<file path="config.mk">
export PLATFORM = sky130hd
export DESIGN_NAME = src_sel_top
export DESIGN_NICKNAME = d
export VERILOG_FILES = /design/src/rtl/src_sel_pkg.sv /design/src/rtl/src_health.sv /design/src/rtl/src_pick.sv /design/src/rtl/src_sel_top.sv
export SDC_FILE = /design/constraint.sdc
export NUM_CORES = 1
export LEC_CHECK = 0
export BUFFER_PORTS_ARGS = -buffer_cell sky130_fd_sc_hd__buf_2
export CORE_MARGIN = 1
export CORE_UTILIZATION = 58
export CTS_CLUSTER_SIZE = 25
export DETAILED_ROUTE_END_ITERATION = 12
export HOLD_SLACK_MARGIN = 0.03
export PLACE_DENSITY = 0.92
export SETUP_SLACK_MARGIN = 0.5
export SYNTH_ARGS = -nofsm -noshare
export SYNTH_HDL_FRONTEND = slang
export SYNTH_SLANG_ARGS = --single-unit
export TNS_END_PERCENT = 5
</file>
<file path="constraint.sdc">
create_clock -name clk -period 3.85 [get_ports clk]
set_clock_uncertainty 0.1 [all_clocks]
set_input_delay 0.5775 -clock clk [delete_from_list [all_inputs] [get_ports clk]]
set_output_delay 0.5775 -clock clk [all_outputs]
set_load 0.03 [all_outputs]
</file>
<file path="src/rtl/src_sel_pkg.sv">
package src_sel_pkg;

    typedef enum logic [1:0] {
        SRC_MUTE = 2'd0,
        SRC_OPT  = 2'd1,
        SRC_ELE  = 2'd2,
        SRC_RSV  = 2'd3
    } src_e;

    localparam int NUM_IN    = 2;
    localparam int NUM_SLOTS = 3;
    localparam int NUM_RULES = 3;

    localparam int RULE_LOCK = 0;
    localparam int RULE_SIG  = 1;
    localparam int RULE_ERR  = 2;

    typedef struct packed {
        logic err;
        logic los;
        logic lol;
    } flags_t;

    function automatic src_e norm_src(input logic [1:0] code);
        src_e r;
        case (code)
            2'd1:    r = SRC_OPT;
            2'd2:    r = SRC_ELE;
            default: r = SRC_MUTE;
        endcase
        return r;
    endfunction

    function automatic logic any_fault(input flags_t f, input logic [NUM_RULES-1:0] mask);
        return (f.lol & mask[RULE_LOCK]) | (f.los & mask[RULE_SIG]) | (f.err & mask[RULE_ERR]);
    endfunction

endpackage

</file>
<file path="src/rtl/src_health.sv">
module src_health
    import src_sel_pkg::*;
#(
    parameter int TIMER_W = 16
) (
    input  logic               clk,
    input  logic               rst,
    input  logic               track_en,
    input  logic               fault,
    input  logic [TIMER_W-1:0] hold_ticks,
    input  logic [TIMER_W-1:0] lock_ticks,
    output logic               healthy
);
    localparam int EXT_W = TIMER_W + 1;

    logic [TIMER_W-1:0] run_cnt;
    logic [EXT_W-1:0]   run_next;
    logic [EXT_W-1:0]   hold_eff;
    logic [EXT_W-1:0]   lock_eff;
    logic               past_ok;

    always_comb begin
        run_next = {1'b0, run_cnt} + EXT_W'(1);
        hold_eff = (hold_ticks == '0) ? EXT_W'(1) : {1'b0, hold_ticks};
        lock_eff = (lock_ticks == '0) ? EXT_W'(1) : {1'b0, lock_ticks};
    end

    always_ff @(posedge clk) begin
        if (rst || !track_en) begin
            healthy <= 1'b1;
            run_cnt <= '0;
        end else if (healthy) begin
            if (!fault) begin
                run_cnt <= '0;
            end else if (run_next >= hold_eff) begin
                healthy <= 1'b0;
                run_cnt <= '0;
            end else begin
                run_cnt <= run_next[TIMER_W-1:0];
            end
        end else begin
            if (fault) begin
                run_cnt <= '0;
            end else if (run_next >= lock_eff) begin
                healthy <= 1'b1;
                run_cnt <= '0;
            end else begin
                run_cnt <= run_next[TIMER_W-1:0];
            end
        end
    end

    always_ff @(posedge clk) past_ok <= !rst;

    AST_DROP_NEEDS_FAULT: assert property (@(posedge clk) disable iff (rst)
        (past_ok && $fell(healthy)) |-> $past(fault && track_en));

    AST_RECOVER_NEEDS_CLEAN: assert property (@(posedge clk) disable iff (rst)
        (past_ok && $rose(healthy) && $past(track_en)) |-> $past(!fault));

    AST_MANUAL_CLEARS: assert property (@(posedge clk) disable iff (rst)
        (past_ok && $past(!track_en)) |-> healthy);

endmodule

</file>
<file path="src/rtl/src_pick.sv">
module src_pick
    import src_sel_pkg::*;
(
    input  logic [NUM_SLOTS-1:0][1:0] slot_code,
    input  logic [NUM_IN-1:0]         in_ok,
    output src_e                      pick
);
    src_e slot_src [NUM_SLOTS];
    logic [NUM_SLOTS-1:0] slot_ok;

    for (genvar s = 0; s < NUM_SLOTS; s++) begin : g_slot
        always_comb begin
            slot_src[s] = norm_src(slot_code[s]);
            case (slot_src[s])
                SRC_OPT: slot_ok[s] = in_ok[0];
                SRC_ELE: slot_ok[s] = in_ok[1];
                default: slot_ok[s] = 1'b1;
            endcase
        end
    end

    always_comb begin
        pick = SRC_MUTE;
        for (int s = NUM_SLOTS - 1; s >= 0; s--) begin
            if (slot_ok[s]) pick = slot_src[s];
        end
    end

endmodule

</file>
<file path="src/rtl/src_sel_top.sv">
module src_sel_top
    import src_sel_pkg::*;
#(
    parameter int TIMER_W = 16
) (
    input  logic               clk,
    input  logic               rst,
    input  logic               auto_mode,
    input  logic [1:0]         manual_src,
    input  logic [1:0]         prio_first,
    input  logic [1:0]         prio_second,
    input  logic [1:0]         prio_third,
    input  logic [2:0]         rule_mask,
    input  logic [TIMER_W-1:0] hold_ticks,
    input  logic [TIMER_W-1:0] lock_ticks,
    input  logic               opt_lol,
    input  logic               opt_los,
    input  logic               opt_err,
    input  logic               ele_lol,
    input  logic               ele_los,
    input  logic               ele_err,
    output logic [1:0]         sel_src,
    output logic               switch_pulse
);
    flags_t               in_flags [NUM_IN];
    logic [NUM_IN-1:0]    in_fault;
    logic [NUM_IN-1:0]    in_ok;
    src_e                 auto_pick;
    src_e                 sel_next;
    src_e                 sel_q;
    logic                 past_ok;

    assign in_flags[0] = '{err: opt_err, los: opt_los, lol: opt_lol};
    assign in_flags[1] = '{err: ele_err, los: ele_los, lol: ele_lol};

    for (genvar i = 0; i < NUM_IN; i++) begin : g_in
        assign in_fault[i] = any_fault(in_flags[i], rule_mask);

        src_health #(.TIMER_W(TIMER_W)) health_i (
            .clk        (clk),
            .rst        (rst),
            .track_en   (auto_mode),
            .fault      (in_fault[i]),
            .hold_ticks (hold_ticks),
            .lock_ticks (lock_ticks),
            .healthy    (in_ok[i])
        );
    end

    src_pick pick_i (
        .slot_code ({prio_third, prio_second, prio_first}),
        .in_ok     (in_ok),
        .pick      (auto_pick)
    );

    assign sel_next = auto_mode ? auto_pick : norm_src(manual_src);

    always_ff @(posedge clk) begin
        if (rst) begin
            sel_q        <= SRC_MUTE;
            switch_pulse <= 1'b0;
        end else begin
            sel_q        <= sel_next;
            switch_pulse <= (sel_next != sel_q);
        end
    end

    assign sel_src = sel_q;

    always_ff @(posedge clk) past_ok <= !rst;

    AST_CODE_LEGAL: assert property (@(posedge clk) disable iff (rst)
        sel_src != 2'd3);

    AST_PULSE_ON_CHANGE: assert property (@(posedge clk) disable iff (rst)
        past_ok |-> (switch_pulse == (sel_src != $past(sel_src))));

    AST_MANUAL_FOLLOW: assert property (@(posedge clk) disable iff (rst)
        (past_ok && $past(!auto_mode)) |-> (sel_src == $past(norm_src(manual_src))));

    AST_OPT_WAS_VALID: assert property (@(posedge clk) disable iff (rst)
        (past_ok && $past(auto_mode) && sel_src == SRC_OPT) |-> $past(in_ok[0]));

    AST_ELE_WAS_VALID: assert property (@(posedge clk) disable iff (rst)
        (past_ok && $past(auto_mode) && sel_src == SRC_ELE) |-> $past(in_ok[1]));

endmodule

</file>
==> results_tabular.tex <==
\begin{tabular}{lr}
\hline
Metric & Value \\
\hline
\multicolumn{2}{l}{\textbf{Outcome}} \\
\quad Outcome & completed \\
\multicolumn{2}{l}{\textbf{Power and ir drop}} \\
\quad Share of power burned in combinational logic & 18.5\% \\
\quad Switching share of total power & 27.10\% \\
\quad PD cells & 218.3 nW/µm² \\
\quad Maximum vdd drop & 0.0001583 V \\
\quad Internal power & 667.2 µW \\
\quad Lkg Pwr & 2.129 nW \\
\quad Net switching power of the design & 248.0 µW \\
\quad Post-layout total power & 915.2 µW \\
\quad Power share of the sequential group & 42.6\% \\
\quad Share of total power in the clock network & 38.8\% \\
\multicolumn{2}{l}{\textbf{Detailed routing}} \\
\quad Count of routing violations after the opening detailed-route iteration & 420 \\
\quad Average wire length per cell after detail routing & 18.51 µm \\
\quad Via density per instance & 6.299 \\
\quad WL final & 10350 µm \\
\quad First-pass DRT Iterations & 5 \\
\quad Final routed DRC violation total & 0 \\
\quad Residual antenna-violating net count after detailed routing & 0 \\
\quad Overall via count from detail\_route & 3521 \\
\multicolumn{2}{l}{\textbf{Synth}} \\
\quad Primary FF master, synth & dfxtp\_1 \\
\quad EDFF count, synth & 0 \\
\quad Gate count after technology mapping & 420 \\
\quad Sequential area share after synthesis & 20.66\% \\
\quad Mapped Nets & 550 \\
\quad Share of async-settable or async-resettable flops after synthesis & 0\% \\
\quad Warning count from the yosys run & 0 \\
\quad Distinct cell type count after synthesis & 55 \\
\quad Mean Syn Cell Area & 8.535 µm² \\
\quad Post-synth design cell area & 3585 µm² \\
\quad \#FFs+latches synth & 37 \\
\multicolumn{2}{l}{\textbf{Placed design}} \\
\quad RePlAce Congestion & 0.9575 \\
\quad Hpwl dp & 7255 µm \\
\quad Area after DPL & 3934 µm² \\
\quad Count of buffers from port buffering & 54 \\
\multicolumn{2}{l}{\textbf{STA}} \\
\quad Post-layout minimum cycle time & 3327 ps \\
\quad Transition at the pin with the smallest max-transition slack & 663.8 ps \\
\quad Unrepaired setup endpoints after global routing & true \\
\quad Hold violation total from the final report & 0 \\
\quad Accumulated negative setup slack & 0 ps \\
\quad Setup Viol. Count Final & 0 \\
\quad Fmax achieved & 300.5 MHz \\
\quad Period utilisation layout & 86.42\% \\
\quad Max-Slew Margin vs Limit & 55.75\% \\
\quad Max Transition Viols Final & 0 \\
\multicolumn{2}{l}{\textbf{Clock tree}} \\
\quad Number of H-tree branching levels & 2 \\
\quad Clock insertion delay at the later pin of the skew report & 290 ps \\
\quad Number of clock sinks & 37 \\
\quad CTS clock-pin slew for the worst setup and hold paths & 80 ps \\
\quad Clock buffer count from CTS & 5 \\
\quad Count of hold buffers inserted by post-cts repair & 0 \\
\quad CTS root buffer & clkbuf\_8 \\
\quad Max clock buf depth & 2 \\
\quad CTS tree & yes \\
\multicolumn{2}{l}{\textbf{Critical path}} \\
\quad Kind of capture point of the worst setup path & flip-flop \\
\quad Worst setup path startpoint & g\_in[1].health\_i.run\_cnt[2] \\
\quad CP bufs+invs & 1 \\
\quad Chain of cells forming the critical path & and4\_4 -> nand2\_1 -> nor2\_4 -> nand2\_1 -> xnor2\_1 -> ha\_1 -> a211oi\_2 -> nor2\_1 -> o221ai\_1 -> nor4bb\_4 -> buf\_4 -> nand3\_4 -> a21oi\_2 \\
\quad Critical path's slowest cell & dfxtp\_1 \\
\quad Highest fanout seen on the critical path & 8 \\
\quad CP Class & reg2reg \\
\quad Critical Path AT & 3450 ps \\
\quad Data required time of the worst path & 3970 ps \\
\quad Cell mode on critical path & nand2\_1 \\
\quad CP peak stage delay & 400 ps \\
\quad Type of origin of the critical path & flip-flop \\
\quad Critical R2R Launch & g\_in[1].health\_i.run\_cnt[2] \\
\quad Kind of cell adding the most delay to the critical path & simple AND/OR/NAND/NOR gates \\
\multicolumn{2}{l}{\textbf{Global route}} \\
\quad Initial antenna violation count & 0 \\
\quad GRT Overall Usage & 29.68\% \\
\quad Largest net degree at the start of global routing & 17 \\
\quad First-pass GRT wire length & 14620 µm \\
\quad Total grt overflow & 0 \\
\quad Number of global-route vias before repair & 3248 \\
\multicolumn{2}{l}{\textbf{Cells and area}} \\
\quad Post-route cell area & 4193 µm² \\
\quad Storage cell area & 744.5 µm² \\
\quad Area occupied by multi-input gates & 2731 µm² \\
\quad Layout cell share with drive strength beyond 1 & 21.49\% \\
\quad Commonest cells after routing, fill and taps aside & ha\_1 (78), inv\_1 (54), buf\_2 (54) \\
\quad Layout filler cell count & 425 \\
\quad \# nets final & 613 \\
\quad Most common cell after layout, fill and taps aside & ha\_1 \\
\quad Inserted Diodes & 0 \\
\quad Synth-to-layout area growth & 16.96\% \\
\multicolumn{2}{l}{\textbf{Die}} \\
\quad Initial standard-cell utilization of the core & 60.19\% \\
\quad Area enclosed by the die boundary & 6499 µm² \\
\quad Die outline height & 80.62 µm \\
\quad Number of placement rows & 28 \\
\quad Top-Level Pins & 55 \\
\quad Area of the core region & 5956 µm² \\
\quad Horizontal die dimension & 80.62 µm \\
\multicolumn{2}{l}{\textbf{Min path}} \\
\quad Source of the worst hold timing path & rst \\
\quad Type of the most critical hold path & in2reg \\
\multicolumn{2}{l}{\textbf{Run}} \\
\quad Reported max-cap violation count & 0 \\
\hline
\end{tabular}
-- cell type report --
cell class | count | area share [%]
Clock buffer | 7 | 2.059
Clock inverter | 1 | 0.7162
Inverter | 54 | 4.834
Multi-Input combinational cell | 327 | 65.14
Sequential cell | 37 | 17.76
Tap cell | 75 | 2.238
Timing Repair Buffer | 58 | 7.252
-- final timing paths --
path	endpoint	slack, ps	cells after the start
setup reg to reg	g_in[1].health_i.run_cnt[0]	520	13
hold / removal	switch_pulse	370	2
hold reg to reg	g_in[0].health_i.run_cnt[0]	380	1
setup / recovery	g_in[1].health_i.run_cnt[0]	520	13
-- stage by stage --
step | instances | util (%) | setup slack, ps | hold slack (ps)
floorplan | 420 | - | 863.4 | 355.5
global placement | 548 | 66.05 | 504.1 | 386.4
detailed placement | 548 | 66.05 | 425.8 | 402.6
CTS | 557 | 68.30 | 434.1 | 374.6
global route | 559 | 70.40 | 340.2 | 369.9
finish | 559 | 70.40 | 522.7 | 374.4
-- flip-flops by register name (all words and copies together) (netlist names) --
signal and count:
g_in.health_i.run_cnt 32, g_in.health_i.healthy 2, sel_src 2, switch_pulse 1
-- worst reg2reg max path: stages (launching register included) --
cell      delay, ps
dfxtp_1         400
and4_4          250
nand2_1         100
nor2_4          180
nand2_1          90
xnor2_1         340
ha_1            350
a211oi_2        360
nor2_1          100
o221ai_1        170
nor4bb_4        230
buf_4           200
nand3_4         190
a21oi_2         200
-- layer usage --
layer | part of all wire (%) | vias to the layer above | track usage [%]
met3 | 9.4 | 65 | 4.659
met4 | 5.8 | 0 | 15.36
met2 | 46 | 214 | 50.00
li1 | - | 1635 | -
met1 | 39 | 1607 | 36.07
met5 | 0 | - | 0
-- power by group through the flow --
| stage | clock network (mW) | registers [mW] | logic (mW) |
|---|---|---|---|
| floorplan | 0 | 0.404 | 0.0866 |
| global placement | 0 | 0.399 | 0.148 |
| detailed placement | 0 | 0.399 | 0.154 |
| CTS | 0.356 | 0.390 | 0.158 |
| global route | 0.380 | 0.391 | 0.186 |
| finish | 0.356 | 0.390 | 0.169 |
-- synth_stat cells (3+ instances only) --
cell	instances	share of area, %
a211oi_1	6	1.3
a21boi_0	6	1.3
a21boi_2	9	2.8
a21o_1	3	0.63
a21oi_1	20	2.8
a221o_1	3	0.84
and2_1	4	0.70
and3_1	7	1.2
and4_1	5	1.2
dfxtp_1	37	21
ha_1	78	27
inv_1	54	5.7
nand2_1	26	2.7
nand2b_1	4	0.70
nand3_1	17	2.4
nand4_1	14	2.4
nor2_1	27	2.8
nor2b_1	4	0.70
nor3_1	4	0.56
nor3b_1	3	0.63
nor4_1	7	1.2
o21a_1	3	0.63
o21ai_0	11	1.5
xnor2_1	20	4.9
xor2_1	10	2.4
-- logic make-up (layout without fill, tap and decap cells) --
| group | count (synthesis) | count (layout) | synth area share [%] |
|---|---|---|---|
| AND/OR/NAND/NOR | 135 | 136 | 21.05 |
| AO/OA/AOI/OAI | 82 | 82 | 16.96 |
| adder cells (fa/ha/maj) | 78 | 78 | 27.23 |
| buffers and inverters | 57 | 120 | 6.492 |
| flip-flops | 37 | 37 | 20.66 |
| XOR/XNOR | 30 | 30 | 7.330 |
| multiplexers | 1 | 1 | 0.2792 |
-- timing repair --
action,CTS,global route
pin swaps,1,3
cloned,0,1
endpoints found under the setup margin,25,34
resized for setup,2,21
buffers inserted,1,1
Power figures use the tool's default switching activity.
